## config.mk

```make
export PLATFORM = sky130hd
export DESIGN_NAME = evt_chan_timer
export DESIGN_NICKNAME = d
export VERILOG_FILES = /design/src/rtl/evt_tmr_pkg.sv /design/src/rtl/evt_tmr_cmp.sv /design/src/rtl/evt_tmr_regs.sv /design/src/rtl/evt_tmr_seq.sv /design/src/rtl/evt_chan_timer.sv
export SDC_FILE = /design/constraint.sdc
export NUM_CORES = 1
export LEC_CHECK = 0
export CAP_MARGIN = 10
export CORE_ASPECT_RATIO = 0.8
export CORE_MARGIN = 5
export CORE_UTILIZATION = 35
export CTS_BUF_LIST = sky130_fd_sc_hd__clkbuf_8
export CTS_CLUSTER_SIZE = 40
export DETAILED_ROUTE_END_ITERATION = 7
export PLACE_DENSITY_LB_ADDON = 0.25
export SLEW_MARGIN = 15
export SYNTH_ARGS = -nofsm -noshare
export SYNTH_HDL_FRONTEND = slang
export SYNTH_SLANG_ARGS = --single-unit
```

## constraint.sdc

```tcl
create_clock -name clk -period 8.5 [get_ports clk]
set_input_delay 2.125 -clock clk [delete_from_list [all_inputs] [get_ports clk]]
set_output_delay 2.125 -clock clk [all_outputs]
set_load 0.02 [all_outputs]
```

## src/rtl/evt_tmr_pkg.sv

```systemverilog
package evt_tmr_pkg;

  localparam int CFG_EN_B   = 0;
  localparam int CFG_PER_B  = 1;
  localparam int CFG_SETV_B = 2;
  localparam int CFG_M32_B  = 3;
  localparam int CFG_PCAP_B = 4;
  localparam int CFG_WCAP_B = 5;
  localparam int CFG_WRAP_B = 6;
  localparam int CFG_USED   = 7;

  typedef enum logic [1:0] {
    SEL_CFG    = 2'd0,
    SEL_CMP_LO = 2'd1,
    SEL_CMP_HI = 2'd2,
    SEL_NONE   = 2'd3
  } word_sel_e;

  typedef struct packed {
    logic mode32;
    logic set_val;
    logic periodic;
    logic en;
  } chan_cfg_t;

endpackage

```

## src/rtl/evt_tmr_cmp.sv

```systemverilog
module evt_tmr_cmp #(
  parameter int DW = 32,
  localparam int CW = 2 * DW
) (
  input  logic [CW-1:0] cmp,
  input  logic [CW-1:0] cnt,
  input  logic          mode32,
  output logic          due,
  output logic [DW-1:0] lo_gap
);
  logic [CW-1:0] d_wide;
  logic [DW-1:0] d_narrow;

  always_comb begin
    d_wide   = cmp - cnt;
    d_narrow = cmp[DW-1:0] - cnt[DW-1:0];
    lo_gap   = d_narrow;
    // not positive: negative sign bit or exactly zero
    if (mode32) due = d_narrow[DW-1] | (d_narrow == '0);
    else        due = d_wide[CW-1]   | (d_wide == '0);
  end
endmodule

```

## src/rtl/evt_tmr_regs.sv

```systemverilog
module evt_tmr_regs
  import evt_tmr_pkg::*;
#(
  parameter int DW = 32,
  localparam int CW = 2 * DW
) (
  input  logic          clk,
  input  logic          rst_n,
  input  logic          wr_en,
  input  logic [1:0]    addr,
  input  logic [DW-1:0] wdata,
  input  logic          glb_en,
  input  logic          adv_en,
  input  logic [CW-1:0] adv_cmp,
  output chan_cfg_t     cfg_q,
  output logic [CW-1:0] cmp_q,
  output logic [CW-1:0] period_q,
  output logic          arm_q
);
  chan_cfg_t     cfg_d;
  logic [CW-1:0] cmp_d;
  logic [CW-1:0] per_d;
  logic          arm_d;
  logic          cmp_open;
  logic [DW-1:0] per_word;

  assign cmp_open = ~cfg_q.periodic | cfg_q.set_val;

  always_comb begin
    cfg_d    = cfg_q;
    cmp_d    = cmp_q;
    per_d    = period_q;
    arm_d    = 1'b0;
    per_word = {1'b0, wdata[DW-2:0]};
    if (adv_en) cmp_d = adv_cmp;
    if (wr_en) begin
      unique case (word_sel_e'(addr))
        SEL_CFG: begin
          cfg_d.en       = wdata[CFG_EN_B];
          cfg_d.periodic = wdata[CFG_PER_B];
          cfg_d.set_val  = wdata[CFG_SETV_B];
          cfg_d.mode32   = wdata[CFG_M32_B];
          if (wdata[CFG_M32_B]) begin
            cmp_d[CW-1:DW] = '0;
            per_d[CW-1:DW] = '0;
          end
          if (wdata[CFG_EN_B] && !cfg_q.en && glb_en) arm_d = 1'b1;
        end
        SEL_CMP_LO: begin
          if (cmp_open) cmp_d[DW-1:0] = wdata;
          if (cfg_q.periodic)
            per_d[DW-1:0] = cfg_q.mode32 ? per_word : wdata;
          cfg_d.set_val = 1'b0;
          arm_d         = glb_en;
        end
        SEL_CMP_HI: begin
          if (cmp_open) cmp_d[CW-1:DW] = cfg_q.mode32 ? '0 : wdata;
          if (cfg_q.periodic)
            per_d[CW-1:DW] = cfg_q.mode32 ? '0 : per_word;
          cfg_d.set_val = 1'b0;
          arm_d         = glb_en;
        end
        default: ;
      endcase
    end
  end

  always_ff @(posedge clk or negedge rst_n) begin
    if (!rst_n) begin
      cfg_q    <= '0;
      cmp_q    <= '1;
      period_q <= '0;
      arm_q    <= 1'b0;
    end else begin
      cfg_q    <= cfg_d;
      cmp_q    <= cmp_d;
      period_q <= per_d;
      arm_q    <= arm_d;
    end
  end
endmodule

```

## src/rtl/evt_tmr_seq.sv

```systemverilog
module evt_tmr_seq #(
  parameter int DW = 32,
  localparam int CW = 2 * DW
) (
  input  logic          clk,
  input  logic          rst_n,
  input  logic          arm_req,
  input  logic          chan_en,
  input  logic          glb_en,
  input  logic          mode32,
  input  logic          periodic,
  input  logic [CW-1:0] cmp_q,
  input  logic [CW-1:0] period_q,
  input  logic [CW-1:0] cnt,
  input  logic [DW-1:0] lo_gap,
  input  logic          due_now,
  input  logic          due_next,
  output logic          adv_en,
  output logic          armed,
  output logic          wrap_flag,
  output logic          pulse
);
  logic          glb_q, wrap_pend, catchup;
  logic [DW-1:0] prev_lo;
  logic          go, arm_glb, do_arm, wrapped, rep;
  logic          fire_wrap, fire_match, pend_calc;
  logic [DW-1:0] gap_cl, roll_gap;

  always_comb begin
    go       = chan_en & glb_en;
    arm_glb  = glb_en & ~glb_q & chan_en & (cmp_q != '1);
    do_arm   = go & (arm_req | arm_glb);
    wrapped  = cnt[DW-1:0] < prev_lo;
    rep      = periodic & (period_q != '0);
    fire_wrap  = go & ~do_arm & armed & ~catchup & wrap_pend & wrapped;
    fire_match = go & ~do_arm & armed & ~catchup & ~fire_wrap & due_now;
    adv_en   = go & ~do_arm & armed & due_now & rep & (catchup | fire_match);
    // distance to the match, at least one tick, against distance to roll-over
    gap_cl   = (!lo_gap[DW-1] && lo_gap != '0) ? lo_gap : {{(DW-1){1'b0}}, 1'b1};
    roll_gap = ~cnt[DW-1:0];
    pend_calc = mode32 & ~periodic & (roll_gap < gap_cl);
  end

  always_ff @(posedge clk or negedge rst_n) begin
    if (!rst_n) begin
      glb_q     <= 1'b0;
      prev_lo   <= '0;
      pulse     <= 1'b0;
      armed     <= 1'b0;
      wrap_pend <= 1'b0;
      wrap_flag <= 1'b0;
      catchup   <= 1'b0;
    end else begin
      glb_q   <= glb_en;
      prev_lo <= cnt[DW-1:0];
      pulse   <= fire_wrap | fire_match;
      if (!go) begin
        armed     <= 1'b0;
        wrap_pend <= 1'b0;
        catchup   <= 1'b0;
      end else if (do_arm) begin
        armed     <= 1'b1;
        wrap_flag <= 1'b0;
        wrap_pend <= pend_calc;
        catchup   <= 1'b0;
      end else if (armed) begin
        if (catchup) begin
          catchup <= due_now & due_next;
        end else if (fire_wrap) begin
          wrap_pend <= 1'b0;
          wrap_flag <= 1'b1;
        end else if (fire_match) begin
          if (rep) begin
            catchup <= due_next;
          end else begin
            armed     <= 1'b0;
            wrap_pend <= 1'b0;
          end
        end
      end
    end
  end
endmodule

```

## src/rtl/evt_chan_timer.sv

```systemverilog
module evt_chan_timer
  import evt_tmr_pkg::*;
#(
  parameter int DW = 32,
  localparam int CW = 2 * DW
) (
  input  logic          clk,
  input  logic          rst_n,
  input  logic          reg_wr_en,
  input  logic [1:0]    reg_addr,
  input  logic [DW-1:0] reg_wdata,
  output logic [DW-1:0] reg_rdata,
  input  logic [CW-1:0] tick_count,
  input  logic          glb_en,
  output logic          expiry_pulse
);
  chan_cfg_t     cfg_q;
  logic [CW-1:0] cmp_q, period_q, adv_cmp, step_sum;
  logic          arm_q, adv_en, due_now, due_next, armed, wrap_flag;
  logic [DW-1:0] lo_gap, lo_gap_next;
  logic          cfg_en, cfg_m32, cfg_setv;

  assign cfg_en   = cfg_q.en;
  assign cfg_m32  = cfg_q.mode32;
  assign cfg_setv = cfg_q.set_val;
  assign step_sum = cmp_q + period_q;
  assign adv_cmp  = cfg_q.mode32 ? {{DW{1'b0}}, step_sum[DW-1:0]} : step_sum;

  evt_tmr_regs #(.DW(DW)) regs_i (
    .clk(clk), .rst_n(rst_n), .wr_en(reg_wr_en), .addr(reg_addr),
    .wdata(reg_wdata), .glb_en(glb_en), .adv_en(adv_en), .adv_cmp(adv_cmp),
    .cfg_q(cfg_q), .cmp_q(cmp_q), .period_q(period_q), .arm_q(arm_q)
  );

  evt_tmr_cmp #(.DW(DW)) cmp_now_i (
    .cmp(cmp_q), .cnt(tick_count), .mode32(cfg_q.mode32),
    .due(due_now), .lo_gap(lo_gap)
  );

  evt_tmr_cmp #(.DW(DW)) cmp_next_i (
    .cmp(adv_cmp), .cnt(tick_count), .mode32(cfg_q.mode32),
    .due(due_next), .lo_gap(lo_gap_next)
  );

  evt_tmr_seq #(.DW(DW)) seq_i (
    .clk(clk), .rst_n(rst_n), .arm_req(arm_q), .chan_en(cfg_q.en),
    .glb_en(glb_en), .mode32(cfg_q.mode32), .periodic(cfg_q.periodic),
    .cmp_q(cmp_q), .period_q(period_q), .cnt(tick_count), .lo_gap(lo_gap),
    .due_now(due_now), .due_next(due_next), .adv_en(adv_en), .armed(armed),
    .wrap_flag(wrap_flag), .pulse(expiry_pulse)
  );

  always_comb begin
    reg_rdata = '0;
    unique case (word_sel_e'(reg_addr))
      SEL_CFG: reg_rdata = {{(DW-CFG_USED){1'b0}}, wrap_flag, 1'b1, 1'b1,
                            cfg_q.mode32, cfg_q.set_val, cfg_q.periodic, cfg_q.en};
      SEL_CMP_LO: reg_rdata = cmp_q[DW-1:0];
      SEL_CMP_HI: reg_rdata = cmp_q[CW-1:DW];
      default:    reg_rdata = '0;
    endcase
  end

  logic unused_ok;
  assign unused_ok = ^lo_gap_next;
endmodule

```

Word-level counts from Yosys, hierarchy flattened
Cells that the tools add are included.
{"block": "totals", "register_bits": 171, "input_bits": 102, "output_inout_bits": 33}
{"block": "op_classes", "add_sub_neg": 5, "magnitude_cmp": 2, "n_eq_ne": 10, "n_mux": 47, "bitwise_logic": 33, "reduce_logical": 23}
{"cell": "2-to-1 mux 32 bit", "count": 9}
{"cell": "2-to-1 mux 64 bit", "count": 3}
{"cell": "zero test 64 bit", "count": 2}
{"cell": "case mux 32 bit (2 select lines)", "count": 2}
{"cell": "subtractor 64 bit", "count": 2}
{"cell": "case mux 32 bit (3 select lines)", "count": 1}
{"cell": "adder 64 bit", "count": 1}
{"cell": "zero test 32 bit", "count": 2}
{"cell": "< comparator 32 bit", "count": 2}
{"cell": "!= test 64 bit (second input constant)", "count": 1}
{"cell": "nonzero test 64 bit", "count": 1}
{"cell": "subtractor 32 bit", "count": 2}
{"cell": "inverter 32 bit", "count": 1}
{"cell": "nonzero test 32 bit", "count": 1}
{"cell": "2-to-1 mux 31 bit", "count": 1}
{"cell": "2-to-1 mux 1 bit", "count": 29}
{"cell": "bitwise AND 1 bit", "count": 19}
{"cell": "AND reduction 4 bit", "count": 3}
{"cell": "!= test 4 bit (second input constant)", "count": 2}
{"cell": "bitwise OR 1 bit", "count": 8}
{"cell": "nonzero test 2 bit", "count": 4}
{"cell": "inverter 1 bit", "count": 5}
{"cell": "!= test 2 bit (second input constant)", "count": 2}
{"cell": "case mux 1 bit (2 select lines)", "count": 2}
{"cell": "11 further kinds", "count": 15}

Longest topological paths before layout
{"block": "depth", "word_depth": 21, "mapped_depth": 29}

Cells and area by module
From an unflattened synthesis, not the netlist that was laid out.
{"block": "hier_totals", "hier_cells": 3128, "area_unflattened_um2": 23626.4}
{"module": "evt_tmr_regs", "n_inst": 1, "cells_each": 481, "area_per_inst_um2": 6192.2, "seq_area_each_um2": 3383.2}
{"module": "evt_tmr_cmp (cmp_now_i)", "n_inst": 1, "cells_each": 818, "area_per_inst_um2": 5009.8, "seq_area_each_um2": 0.0}
{"module": "evt_tmr_cmp (cmp_next_i)", "n_inst": 1, "cells_each": 782, "area_per_inst_um2": 4757.1, "seq_area_each_um2": 0.0}
{"module": "evt_chan_timer", "n_inst": 1, "cells_each": 674, "area_per_inst_um2": 4501.8, "seq_area_each_um2": 0.0}
{"module": "evt_tmr_seq", "n_inst": 1, "cells_each": 373, "area_per_inst_um2": 3165.5, "seq_area_each_um2": 950.9}

Worst setup path before layout
No wires, ideal clock.
{"block": "synth_path", "path_type": "input-to-reg", "startpoint": "in tick_count[0]", "endpoint": "reg seq_i.wrap_pend", "setup_time_ns": 0.116, "t_arrival_ns": 6.747, "required_ns": 8.384, "setup_slack_ns": 1.637, "path_stages": 28, "n_path_buf": 2, "path_cell_list": "ha_1 fa_1 nand2b_1 a211oi_1 o21a_1 a211o_1 a21o_1 xor2_1 nor3_1 and4bb_1 a21boi_1 clkbuf_1 clkbuf_1 nand2_1 ha_1 a21o_1 a21o_1 a21oi_1 nor2b_1 o21ai_0 nand2b_1 a21oi_1 nor2b_1 o21ai_0 o311ai_0 nor3_1 o21ai_0 o311ai_0"}
{"block": "synth_between", "elab_chain_len": 8, "elab_cells_between_ends": 27, "classes_between": "add/sub: 2; order compare: 2; eq/ne: 2; mux: 7; bitwise: 8; reduce/logical: 6"}
{"item": "start: declaration", "line_no": "evt_chan_timer.sv:13", "source": "input logic [CW-1:0] tick_count,"}
{"item": "subtractor 32 bit", "line_no": "evt_tmr_cmp.sv:16", "source": "d_narrow = cmp[DW-1:0] - cnt[DW-1:0];"}
{"item": "nonzero test 32 bit or zero test 1 bit (tied branches)", "line_no": "evt_tmr_seq.sv:39", "source": "gap_cl = (!lo_gap[DW-1] && lo_gap != '0) ? lo_gap : {{(DW-1){1'b0}}, 1'b1};"}
{"item": "logical AND 1 bit", "line_no": "evt_tmr_seq.sv:39"}
{"item": "2-to-1 mux 32 bit", "line_no": "evt_tmr_seq.sv:39"}
{"item": "< comparator 32 bit", "line_no": "evt_tmr_seq.sv:41", "source": "pend_calc = mode32 & ~periodic & (roll_gap < gap_cl);"}
{"item": "bitwise AND 1 bit", "line_no": "evt_tmr_seq.sv:41"}
{"item": "2-to-1 mux 1 bit", "line_no": "evt_tmr_seq.sv:61", "source": "end else if (do_arm) begin"}
{"item": "2-to-1 mux 1 bit", "line_no": "evt_tmr_seq.sv:57", "source": "if (!go) begin"}
{"item": "end signal: assignment", "line_no": "evt_tmr_seq.sv:64", "source": "wrap_pend <= pend_calc;"}
{"item": "end: declaration", "line_no": "evt_tmr_seq.sv:23", "source": "logic glb_q, wrap_pend, catchup;"}
Several ways; a longest one is shown, not always the timed one. The select of a mux whose other input is x is not followed.
A chain may end at the register's enable or synchronous reset.

Worst setup path in the final report
{"block": "layout_path", "startpoint": "reg regs_i.cmp_q[0]", "endpoint": "reg seq_i.catchup"}
{"block": "layout_between", "elab_chain_len": 19, "elab_cells_between_ends": 38, "classes_between": "add/sub: 5; eq/ne: 2; mux: 10; bitwise: 17; reduce/logical: 4"}
{"item": "start: declaration", "line_no": "evt_tmr_regs.sv:16", "source": "output logic [CW-1:0] cmp_q,"}
{"item": "start signal: assignment", "line_no": "evt_tmr_regs.sv:76", "source": "cmp_q <= cmp_d;"}
{"item": "branches (longest 19 deep; another with adder 64 bit)"}
{"item": "end signal: assignment", "line_no": "evt_tmr_seq.sv:68", "source": "catchup <= due_now & due_next;"}
{"item": "end signal: assignment", "line_no": "evt_tmr_seq.sv:74", "source": "catchup <= due_next;"}
{"item": "end: declaration", "line_no": "evt_tmr_seq.sv:23"}
Parallel ways; which one is timed is not known. The select of a mux whose other input is x is not followed.

==> metrics <==
run status=finished, final reports clean; CP top delay family=compound AO/OA/AOI/OAI gates; Bufs and invs on worst path=1; R2R Setup Slk=between 0.4 and 0.5 ns; crit path time final=8.02 ns; CP required=9.03 ns; vias in the first global route=21429; Starting DRT DRC Count=2861; most frequent cell after synthesis=nand2_1; Syn. warnings=0; largest area contributor in the netlist=ha_1; Post-Syn Nets=3306; synth top area cells=ha_1, dfrtp_1, dfstp_2, a21oi_1, nand2_1; final hold vios=0; clock root cell=clkbuf_8; ANT nets after route=0; synthesis-stage register bit count=170; Final setup viols=0; post-synthesis async set-or-reset flop share=100%; First-pass DRT Iterations=7; crit share post-route=between 90% and 100%; clk buf depth=2; worst-path maximum fanout=9; fraction of the yosys area taken by sequential cells=19.4%; TritonCTS clock tree=yes; total power=8540 µW; CTS Sinks=170; Worst slew margin=9.10%; core area=0.0629 mm²; clk_skew=about 0.032 ns; crit path DAT=8.55 ns; CP max stage cell=a2111oi_0; most common library cells after synthesis=nand2_1, nor2_1, a21oi_1; Slew @ Worst Pin=1.35 ns; Clk Latency, worst-skew pair=0.58 ns; max cap viols=0; Lkg Pwr=0.0111 µW; r2r worst-path depth=26; CTS HTree Levels=4; area delta synth->final=11.8%; Worst Hold Class=flip-flop to flip-flop; top cell type's share of synthesized area=~14%; RR Startpoint=regs_i.cmp_q[0]$_DFF_PN1_; Post-Synthesis Cells=2946; hpwl dp=78.5 mm; PortBufs=134; CTS Hold Buffers Added=0; VDD IR max=164 µV; final core utilization=39.6%; setup TNS=0 ns; Slew Viols, Final=0; post-synthesis cell type count=109; Post-synth EDFFs=0; Most common cell on crit path=a21oi_1; Layout Nets=3368; die outline area=0.0689 mm²; via count=23902; routability cong.=1.03; f_max=125 MHz; layout cells sized above 1=7.75%; power density over the cells=343 mW/mm²; kind of critical path=flip-flop to flip-flop; GRT Residual Overflow=0; Rows=a little over 80; Worst-path clk slew=0.12 ns; effective utilization at floorplan=35.4%; Largest stage delay, worst path=0.64 ns; gr usage total=26.7%; antenna violations before repair=1; CP Launch Point=regs_i.cmp_q[0]$_DFF_PN1_; die extent in x=292 µm; io pins=135; top_reg_cell synth=dfrtp_1; R2R Path End=seq_i.catchup$_DFFE_PN0N_; Syn Area/Cell=7.57 µm²; Setup crit end kind=flip-flop; Crit. path cell count=26; Post-CTS Setup Inserts=0; Critical Path Start Type=flip-flop; RSZ-0062 raised after global routing=no; synthesized cell area=0.0223 mm²; TritonCTS buffer count=17; largest net degree at the start of global routing=between 100 and 150; drt drc=0; cts repair resizes=0; Via density=6.19; Worst setup endpoint=seq_i.catchup$_DFFE_PN0N_; drt total wl=slightly below 100 mm; Die Span Y=236 µm; first-pass GRT wire length=140 mm; WL per Instance=24.9 µm
placed cells by master (no fill, tap or decap), drive strengths merged, types with 19 or more instances in the layout:
| cell | instances |
|---|---|
| nand4 | 83 |
| or3 | 25 |
| ha | 255 |
| buf | 45 |
| nor3 | 54 |
| nand3 | 75 |
| nor2 | 266 |
| clkdlybuf4s50 | 133 |
| a211oi | 39 |
| dfrtp | 106 |
| a22oi | 27 |
| and2 | 24 |
| nand2 | 320 |
| xnor2 | 68 |
| o21bai | 28 |
| nor4 | 40 |
| mux2i | 74 |
| a21o | 103 |
| xor2 | 59 |
| a31oi | 37 |
| and3 | 19 |
| o211ai | 24 |
| nor2b | 26 |
| o21a | 32 |
| nand2b | 34 |
| mux2 | 38 |
| o21ai | 224 |
| dfstp | 64 |
| inv | 158 |
| a21oi | 262 |
metal layers:
metal	up-vias	track usage [%]	routed length (µm)
met5	-	1.05	96
met4	2	6.09	2430
met3	120	8.25	12200
met2	1300	34.8	35900
met1	11385	41.9	45600
li1	11095	-	-
worst min-delay path by stage:
stage	depth (start not counted)	slack, ns	to	start
3_3_place_gp	2	0.50	regs_i.period_q[42]$_DFFE_PN0P_	regs_i.period_q[42]$_DFFE_PN0P_
5_1_grt	2	0.54	regs_i.cfg_q[2]$_DFFE_PN0P_	regs_i.cfg_q[2]$_DFFE_PN0P_
2_1_floorplan	2	0.46	seq_i.wrap_flag$_DFFE_PN0P_	seq_i.wrap_flag$_DFFE_PN0P_
4_1_cts	2	0.53	regs_i.cfg_q[2]$_DFFE_PN0P_	regs_i.cfg_q[2]$_DFFE_PN0P_
3_5_place_dp	2	0.50	regs_i.cfg_q[2]$_DFFE_PN0P_	regs_i.cfg_q[2]$_DFFE_PN0P_
6_report	2	0.53	regs_i.cfg_q[2]$_DFFE_PN0P_	regs_i.cfg_q[2]$_DFFE_PN0P_
state kept, by name (all words and copies together), names as in the netlist:
register and flops:
regs_i.arm_q 1, regs_i.cfg_q 4, regs_i.cmp_q 64, regs_i.period_q 63, seq_i.armed 1, seq_i.catchup 1
seq_i.glb_q 1, seq_i.prev_lo 32, seq_i.pulse 1, seq_i.wrap_flag 1, seq_i.wrap_pend 1
per-stage QoR:
stage	area (µm²)	instances	hold WS [ns]	worst slack [ns]
2_1_floorplan	22300	2946	0.463	1.64
3_3_place_gp	24500	3829	0.498	0.529
3_5_place_dp	24500	3829	0.502	0.472
4_1_cts	24900	3861	0.528	0.719
5_1_grt	24900	3861	0.544	0.155
6_report	24900	3862	0.531	0.475
tightest hold or removal path, delay by kind of cell (launching register included):
kind               cells  cell delay [ns]
and+or+nand+nor        1             0.05
DFF                    1             0.39
AOI/OAI and AO/OA      1             0.06
area by class of cell:
| cell class | count | area [µm²] |
|---|---|---|
| diodes | 1 | 2.50 |
| clock buffers | 17 | 234 |
| clock inverters | 15 | 190 |
| fillers | 6608 | 38000 |
| inverters | 147 | 552 |
| multi-input cells | 2493 | 16800 |
| flip-flops and latches | 170 | 4330 |
| well taps | 840 | 1050 |
| repair buffers | 179 | 1710 |
power by group:
| group | internal (µW) | leakage, µW | switching (µW) |
|---|---|---|---|
| Combinational | 2390 | 0.00892 | 4200 |
| Sequential | 1010 | 0.00200 | 288 |
| Clock | 255 | 0.000216 | 400 |
| Total | 3660 | 0.0111 | 4880 |
cells by family after synthesis:
| logic type | Yosys count | share of synthesized area (%) |
|---|---|---|
| xor+xnor | 128 | 5.10 |
| flops | 170 | 19.4 |
| buf+inv | 283 | 5.15 |
| fa+ha+maj | 258 | 14.6 |
| compound gates | 957 | 27.9 |
| other cells | 1 | 0.0168 |
| simple gates | 1037 | 22.6 |
| mux | 112 | 5.24 |
(Power assumes the default switching activity.)
